## src/rtl/evt_timer_pkg.sv

```systemverilog
package evt_timer_pkg;

  localparam int unsigned RATIO_W = 3;

  // Control layout, MSB first: source, edge, divider client, ratio code
  typedef struct packed {
    logic               src_ext;
    logic               edge_fall;
    logic               to_wdt;
    logic [RATIO_W-1:0] ratio;
  } tmr_ctl_t;

  localparam int unsigned CTL_W = $bits(tmr_ctl_t);

endpackage

```

## src/rtl/evt_event_qual.sv

```systemverilog
module evt_event_qual (
  input  logic clk,
  input  logic rst_n,
  input  logic cyc_en,
  input  logic pin,
  input  logic src_ext,
  input  logic edge_fall,
  output logic evt
);

  logic pin_q;
  logic pin_rise;
  logic pin_fall;

  always_ff @(posedge clk or negedge rst_n) begin
    if (!rst_n) pin_q <= 1'b0;
    else        pin_q <= pin;
  end

  assign pin_rise = pin & ~pin_q;
  assign pin_fall = ~pin & pin_q;

  always_comb begin
    if (src_ext) evt = edge_fall ? pin_fall : pin_rise;
    else         evt = cyc_en;
  end

endmodule

```

## src/rtl/evt_prescaler.sv

```systemverilog
module evt_prescaler #(
  parameter int unsigned PRE_W   = 8,
  parameter int unsigned RATIO_W = 3
) (
  input  logic               clk,
  input  logic               rst_n,
  input  logic               tick_in,
  input  logic               clr,
  input  logic [RATIO_W-1:0] ratio,
  output logic               tick_out,
  output logic [PRE_W-1:0]   cnt_o
);

  // Terminal count for ratio code c is 2^(c+1)-1
  function automatic logic [PRE_W-1:0] last_count(input logic [RATIO_W-1:0] code);
    return (((PRE_W'(1) << code) - PRE_W'(1)) << 1) | PRE_W'(1);
  endfunction

  logic [PRE_W-1:0] cnt_q;
  logic             at_last;

  assign at_last  = (cnt_q >= last_count(ratio));
  assign tick_out = tick_in & at_last & ~clr;
  assign cnt_o    = cnt_q;

  always_ff @(posedge clk or negedge rst_n) begin
    if (!rst_n)       cnt_q <= '0;
    else if (clr)     cnt_q <= '0;
    else if (tick_in) cnt_q <= at_last ? '0 : cnt_q + PRE_W'(1);
  end

endmodule

```

## src/rtl/evt_sync_counter.sv

```systemverilog
module evt_sync_counter #(
  parameter int unsigned TMR_W       = 8,
  parameter int unsigned SYNC_STAGES = 2
) (
  input  logic             clk,
  input  logic             rst_n,
  input  logic             cyc_en,
  input  logic             evt_in,
  input  logic             load,
  input  logic [TMR_W-1:0] load_val,
  output logic [TMR_W-1:0] value,
  output logic             inc_evt
);

  logic                   pend_q;
  logic                   catch_evt;
  logic [SYNC_STAGES-1:0] stg_q;

  assign catch_evt = pend_q | evt_in;
  assign inc_evt   = cyc_en & stg_q[SYNC_STAGES-1] & ~load;

  always_ff @(posedge clk or negedge rst_n) begin
    if (!rst_n) begin
      pend_q <= 1'b0;
      stg_q  <= '0;
      value  <= '0;
    end else if (load) begin
      pend_q <= 1'b0;
      stg_q  <= '0;
      value  <= load_val;
    end else begin
      if (cyc_en) begin
        stg_q  <= (stg_q << 1) | SYNC_STAGES'(catch_evt);
        pend_q <= 1'b0;
      end else begin
        pend_q <= catch_evt;
      end
      if (inc_evt) value <= value + TMR_W'(1);
    end
  end

endmodule

```

## src/rtl/evt_timer_top.sv

```systemverilog
module evt_timer_top
  import evt_timer_pkg::*;
#(
  parameter int unsigned TMR_W       = 8,
  parameter int unsigned PRE_W       = 8,
  parameter int unsigned SYNC_STAGES = 2
) (
  input  logic             clk,
  input  logic             rst_n,
  input  logic             cyc_en,
  input  logic             ext_pin,
  input  logic             ctl_ld,
  input  logic [CTL_W-1:0] ctl_wdata,
  input  logic             tmr_wr,
  input  logic [TMR_W-1:0] tmr_wdata,
  input  logic             wdt_base,
  input  logic             wdt_clr,
  output logic [TMR_W-1:0] tmr_value,
  output logic             wdt_tick
);

  tmr_ctl_t         ctl_q;
  logic             qual_evt;
  logic             pre_on_tmr;
  logic             pre_in;
  logic             pre_clr;
  logic             pre_out;
  logic             cnt_evt;
  logic             inc_evt;
  logic [PRE_W-1:0] pre_cnt;

  always_ff @(posedge clk or negedge rst_n) begin
    if (!rst_n)      ctl_q <= '1;
    else if (ctl_ld) ctl_q <= tmr_ctl_t'(ctl_wdata);
  end

  evt_event_qual u_qual (
    .clk       (clk),
    .rst_n     (rst_n),
    .cyc_en    (cyc_en),
    .pin       (ext_pin),
    .src_ext   (ctl_q.src_ext),
    .edge_fall (ctl_q.edge_fall),
    .evt       (qual_evt)
  );

  // Divider routing: one client at a time
  assign pre_on_tmr = ~ctl_q.to_wdt;
  assign pre_in     = pre_on_tmr ? qual_evt : wdt_base;
  assign pre_clr    = pre_on_tmr ? tmr_wr   : wdt_clr;
  assign cnt_evt    = pre_on_tmr ? pre_out  : qual_evt;
  assign wdt_tick   = pre_on_tmr ? wdt_base : pre_out;

  evt_prescaler #(
    .PRE_W   (PRE_W),
    .RATIO_W (RATIO_W)
  ) u_pre (
    .clk      (clk),
    .rst_n    (rst_n),
    .tick_in  (pre_in),
    .clr      (pre_clr),
    .ratio    (ctl_q.ratio),
    .tick_out (pre_out),
    .cnt_o    (pre_cnt)
  );

  evt_sync_counter #(
    .TMR_W       (TMR_W),
    .SYNC_STAGES (SYNC_STAGES)
  ) u_cnt (
    .clk      (clk),
    .rst_n    (rst_n),
    .cyc_en   (cyc_en),
    .evt_in   (cnt_evt),
    .load     (tmr_wr),
    .load_val (tmr_wdata),
    .value    (tmr_value),
    .inc_evt  (inc_evt)
  );

endmodule

```

## config.mk

```make
export PLATFORM = sky130hd
export DESIGN_NAME = evt_timer_top
export DESIGN_NICKNAME = d
export VERILOG_FILES = /design/src/rtl/evt_timer_pkg.sv /design/src/rtl/evt_event_qual.sv /design/src/rtl/evt_prescaler.sv /design/src/rtl/evt_sync_counter.sv /design/src/rtl/evt_timer_top.sv
export SDC_FILE = /design/constraint.sdc
export NUM_CORES = 1
export LEC_CHECK = 0
export BUFFER_PORTS_ARGS = -buffer_cell sky130_fd_sc_hd__buf_2
export CAP_MARGIN = 25
export CORE_UTILIZATION = 53
export DETAILED_ROUTE_END_ITERATION = 7
export MAX_ROUTING_LAYER = met4
export PLACE_DENSITY = 0.88
export SETUP_SLACK_MARGIN = 0.1
export SLEW_MARGIN = 20
export SYNTH_ARGS = -nofsm -noshare
export SYNTH_HDL_FRONTEND = slang
export SYNTH_SLANG_ARGS = --single-unit
export TNS_END_PERCENT = 50
```

## constraint.sdc

```tcl
create_clock -name clk -period 3.2 [get_ports clk]
set_clock_uncertainty 0.1 [all_clocks]
set_input_delay 0.16 -clock clk [delete_from_list [all_inputs] [get_ports clk]]
set_output_delay 0.16 -clock clk [all_outputs]
set_load 0.005 [all_outputs]
```

; ---- Word level (Yosys, flattened, before mapping)
; Cells that the tools add are included.
[op_classes]
n_reduce_logical = 3
n_mux = 15
n_shift = 1
n_bitwise = 12
order_cmp = 1
addsub = 3
[op_table]
columns = cell, n
row1 = $mux 8, 5
row2 = $add 8x1->8 const B, 2
row3 = $ge 8x8->1, 1
row4 = $mux 1, 8
row5 = $shl 1x3->7 const A, 1
row6 = $sub 7x2->7 const B, 1
row7 = $and 1x1->1, 6
row8 = $reduce_bool 2->1, 3
row9 = $mux 2, 2
row10 = $not 1->1, 4
row11 = $or 2x1->2, 1
row12 = $or 1x1->1, 1
[word_totals]
ff_bits = 26
out_inout_bits = 9

; ---- Logic depth before layout (Yosys ltp)
[logic_depth]
ltp_word = 12
mapped_depth = 8
mapped_depth_nobuf = 7

; ---- Modules after synthesis
; From an unflattened synthesis, not the netlist that was laid out.
[unflattened]
cells_unflattened = 150
hier_area_um2 = 1561.5
[modules_own_cells]
columns = mod, cells_each, area_each_um2, instances, seq_area_each_um2
row1 = evt_prescaler, 69, 640.6, 1, 200.2
row2 = evt_sync_counter, 59, 565.5, 1, 275.3
row3 = evt_timer_top, 17, 304.0, 1, 157.7
row4 = evt_event_qual, 5, 51.3, 1, 25.0

; ---- Worst setup path before layout
; OpenSTA, ideal clock, no wires.
[synth_path]
path_kind = register to register
startpoint = register ctl_q[2] (netlist bit)
endpoint = register u_pre.cnt_q[7], in the netlist u_pre.cnt_o[7]
required_time_ps = 3008
arrival_time_ps = 2033
path_slack_ps = 975
path_stages_with_launch = 9
n_path_buf = 1
path_cell_list = dfstp_2 > o21ai_0 > ha_1 > a21oi_1 > o21ai_0 > a211o_1 > or2_0 > buf_2 > o31ai_2
[synth_between]
elab_chain_len = 6
[synth_lines]
columns = item, line
row1 = "start, declared", evt_timer_top.sv:22  ; tmr_ctl_t ctl_q;
row2 = "start signal, assigned", evt_timer_top.sv:34  ; else if (ctl_ld) ctl_q <= tmr_ctl_t'(ctl_wdata);
row3 = $shl 1x3->7, evt_prescaler.sv:16  ; return (((PRE_W'(1) << code) - PRE_W'(1)) << 1) | PRE_W'(1);
row4 = $sub 7x2->7, evt_prescaler.sv:16
row5 = $ge 8x8->1, evt_prescaler.sv:22  ; assign at_last = (cnt_q >= last_count(ratio));
row6 = $mux 8 (2 in series), evt_prescaler.sv:29  ; else if (tick_in) cnt_q <= at_last ? '0 : cnt_q + PRE_W'(1);
row7 = $mux 8, evt_prescaler.sv:28  ; else if (clr) cnt_q <= '0;
row8 = "end signal, assigned", evt_prescaler.sv:29
row9 = "end, declared", evt_prescaler.sv:19  ; logic [PRE_W-1:0] cnt_q;
; No other way between the ends. The select of a mux whose other input is x is not followed.
; A chain may end at the register's enable or synchronous reset.

; ---- Worst setup path in the final report
[layout_path]
startpoint = register ctl_q[1] (netlist bit)
endpoint = output port wdt_tick
[layout_between]
elab_chain_len = 6
[layout_lines]
columns = item, line
row1 = $shl 1x3->7, evt_prescaler.sv:16
row2 = $sub 7x2->7, evt_prescaler.sv:16
row3 = $ge 8x8->1, evt_prescaler.sv:22
row4 = $and 1x1->1 (2 in series), evt_prescaler.sv:23  ; assign tick_out = tick_in & at_last & ~clr;
row5 = $mux 1, evt_timer_top.sv:52  ; assign wdt_tick = pre_on_tmr ? wdt_base : pre_out;
row6 = "end, declared", evt_timer_top.sv:19  ; output logic wdt_tick
; No other way between the ends.

==> metrics.txt <==
Lkg Pwr=0.000863 uW; post-route minimum period=2.52 ns; # DRC=0; share of layout cells above drive strength 1=23.7%; Main synth FF type=dfrtp_1; Routed WL per cell=14.4 microns; post-CTS sizing=0; IO Count=31; Die ar.=2980 sq um; Ys Warns=0; Detailed Route Iter0 Violations=36; Fin Setup TNS=0 ns; initial core utilization=57.7%; Sink Count=26; status=finished, final reports clean; die height=54.6 microns; asr flop ratio synth=100%; Total Routing Usage GR=25.9%; critical path peak fanout=7; final net count=230; Detailed Routing Iterations Pass 1=4; Routed Antenna Nets=0; Cell Rows=18; Avg Cell Area, Syn=9.59 sq um; Synth Instances=153; Max VDD drop=287 uV; first-pass GRT wire length=5.23 mm; root buf cell=clkbuf_4; area of the core=2540 sq um; final setup vio count=0; CTS H-tree depth=1; largest net degree at the start of global routing=27; PD cells=386 nW/um^2; CP Class=reg -> out; clk_lat worst skew=0.31 ns; Clock Pin Slew Worst Setup and Hold Paths=0.14 ns; DP Wirelength=2.27 mm; port bufs=30; FMAX=0.396 GHz; number of diodes=0; Slew Limit Fails=0; synth top area cells=dfrtp_1 (34%), dfstp_2 (11%), ha_1 (7.7%), nand2_1 (5.6%), o21ai_0 (5.1%); total grt overflow=0; fin util=72.2%; period utilization=78.9%; required time of the worst setup path=2.94 ns; leading area contributor after synthesis=dfrtp_1; number of hold buffers added after cts=17; Synth cell types=36; width of the die=54.6 microns; Final GP Congestion=0.852; Max Cap Viol=0; area grow syn2layout=25.2%; Arr. time, crit path=2.26 ns; Worst setup EP type=primary output; Post-synth EDFFs=0; worst relative slew slack=62.3%; vias per inst=5.78; Fillers=190; Yosys top cell area share=34.1%; Syn Nets=184; Mapped Area=1470 sq um; Setup Slack @ Placement=0.733 ns; Worst Tran Pin Value=0.565 ns; CP startpoint kind=register; sequential area share after synthesis=44.8%; TritonCTS clock tree=built; DR vias=1,317; Routed WL=3.28 mm; number of global-route vias before repair=1,261; Yosys reg bits=26; RSZ-0062 raised after global routing=false; initial antenna violation count=0; fin worst setup slack=0.676 ns; CTS max path bufs=2; Setup Fix Bufs, Post-CTS=0; Hold Path Class=in -> reg; CTS Buf Count=3; Hold Vio Cnt, Final=0
-- critical path, stage by stage (launching register included) --
cell,delay [ns]
dfstp_2,0.61
nor3_1,0.07
ha_1,0.28
a21oi_1,0.16
o21ai_0,0.14
and2_1,0.21
o21ai_0,0.23
a21boi_0,0.11
buf_2,0.13
-- kinds of logic after synthesis --
logic type,after synthesis,synth area share (%)
flops,26,44.8
compound gates,40,17.8
simple gates,52,16.7
xor+xnor,7,4.18
buf+inv,11,2.90
mux,8,5.88
fa+ha+maj,9,7.67
-- synth_stat cells, types with 2 or more instances --
library cell	n
clkbuf_1	5
mux2i_1	3
dfstp_2	6
ha_1	9
inv_1	5
mux2_2	5
o31ai_1	5
and3_1	5
nand2_1	22
a2bb2oi_1	4
xor2_1	6
o21ai_0	15
dfrtp_1	20
nand3_1	10
a21oi_1	6
nand2b_1	2
nor2_1	6
-- power by group --
part           leakage (uW)  switching [uW]  internal (uW)  total (uW)
Sequential         0.000323            33.5            363         396
Clock             0.0000210            95.7           69.5         165
Combinational      0.000519            72.4           76.0         148
-- worst paths after layout --
path,from,depth (start not counted),slack [ns],endpoint
min in group asynchronous,rst_n,2,0.25,u_cnt.value[2]
max in group asynchronous,rst_n,2,2.37,ctl_q[1]
min,ctl_ld,2,0.01,ctl_q[2]
max reg2reg,ctl_q[1],7,0.68,u_pre.cnt_o[4]
max,ctl_q[1],8,0.68,wdt_tick
min reg2reg,u_cnt.pend_q,2,0.44,u_cnt.pend_q
-- per-stage QoR --
step,area [sq um],std cells,total power [uW],hold WS [ns]
floorplan,1470,153,480,-0.236
global placement,1630,207,522,0.0722
detailed placement,1630,207,534,0.0898
CTS,1840,228,715,0.00956
global route,1840,228,753,0.0184
finish,1840,228,710,0.0106
-- state kept, by name, summed over array words and instances, names as in the netlist --
name / count
u_pre.cnt_o: 8
ctl_q: 6
u_cnt.value: 8
u_cnt.stg_q: 2
u_qual.pin_q: 1
u_cnt.pend_q: 1
-- cell type report --
class / count / area [sq um] / area share [%]
Clock buffer: 4 / 36.3 / 1.97
Multi-Input combinational cell: 116 / 767 / 41.7
Sequential cell: 26 / 658 / 35.8
Tap cell: 30 / 37.5 / 2.04
Timing Repair Buffer: 47 / 320 / 17.4
Inverter: 5 / 18.8 / 1.02
-- metal layers --
metal / track usage [%] / part of all wire, % / wire, microns / up-vias
met5: - / 0 / 0 / -
met2: 46.2 / 50 / 1650 / 48
met1: 27.6 / 42 / 1400 / 614
li1: - / - / - / 637
met3: 3.06 / 3.2 / 106 / 18
met4: 13.7 / 3.9 / 127 / 0
-- placed cells by master, fill, tap and decap left out, types with 2 or more instances in the layout --
master         synthesis  layout
o21ai_0               15      15
dlygate4sd3_1          0      17
nor2_1                 6       6
o31ai_1                5       5
buf_2                  1      30
dfrtp_1               20      20
xor2_1                 6       6
nand3_1               10      10
mux2_2                 5       5
and3_1                 5       5
nand2_1               22      22
a21oi_1                6       6
ha_1                   9       9
inv_1                  5       5
a2bb2oi_1              4       4
clkbuf_4               0       3
dfstp_2                6       6
mux2i_1                3       3
nand2b_1               2       2
(Power assumes the default switching activity.)
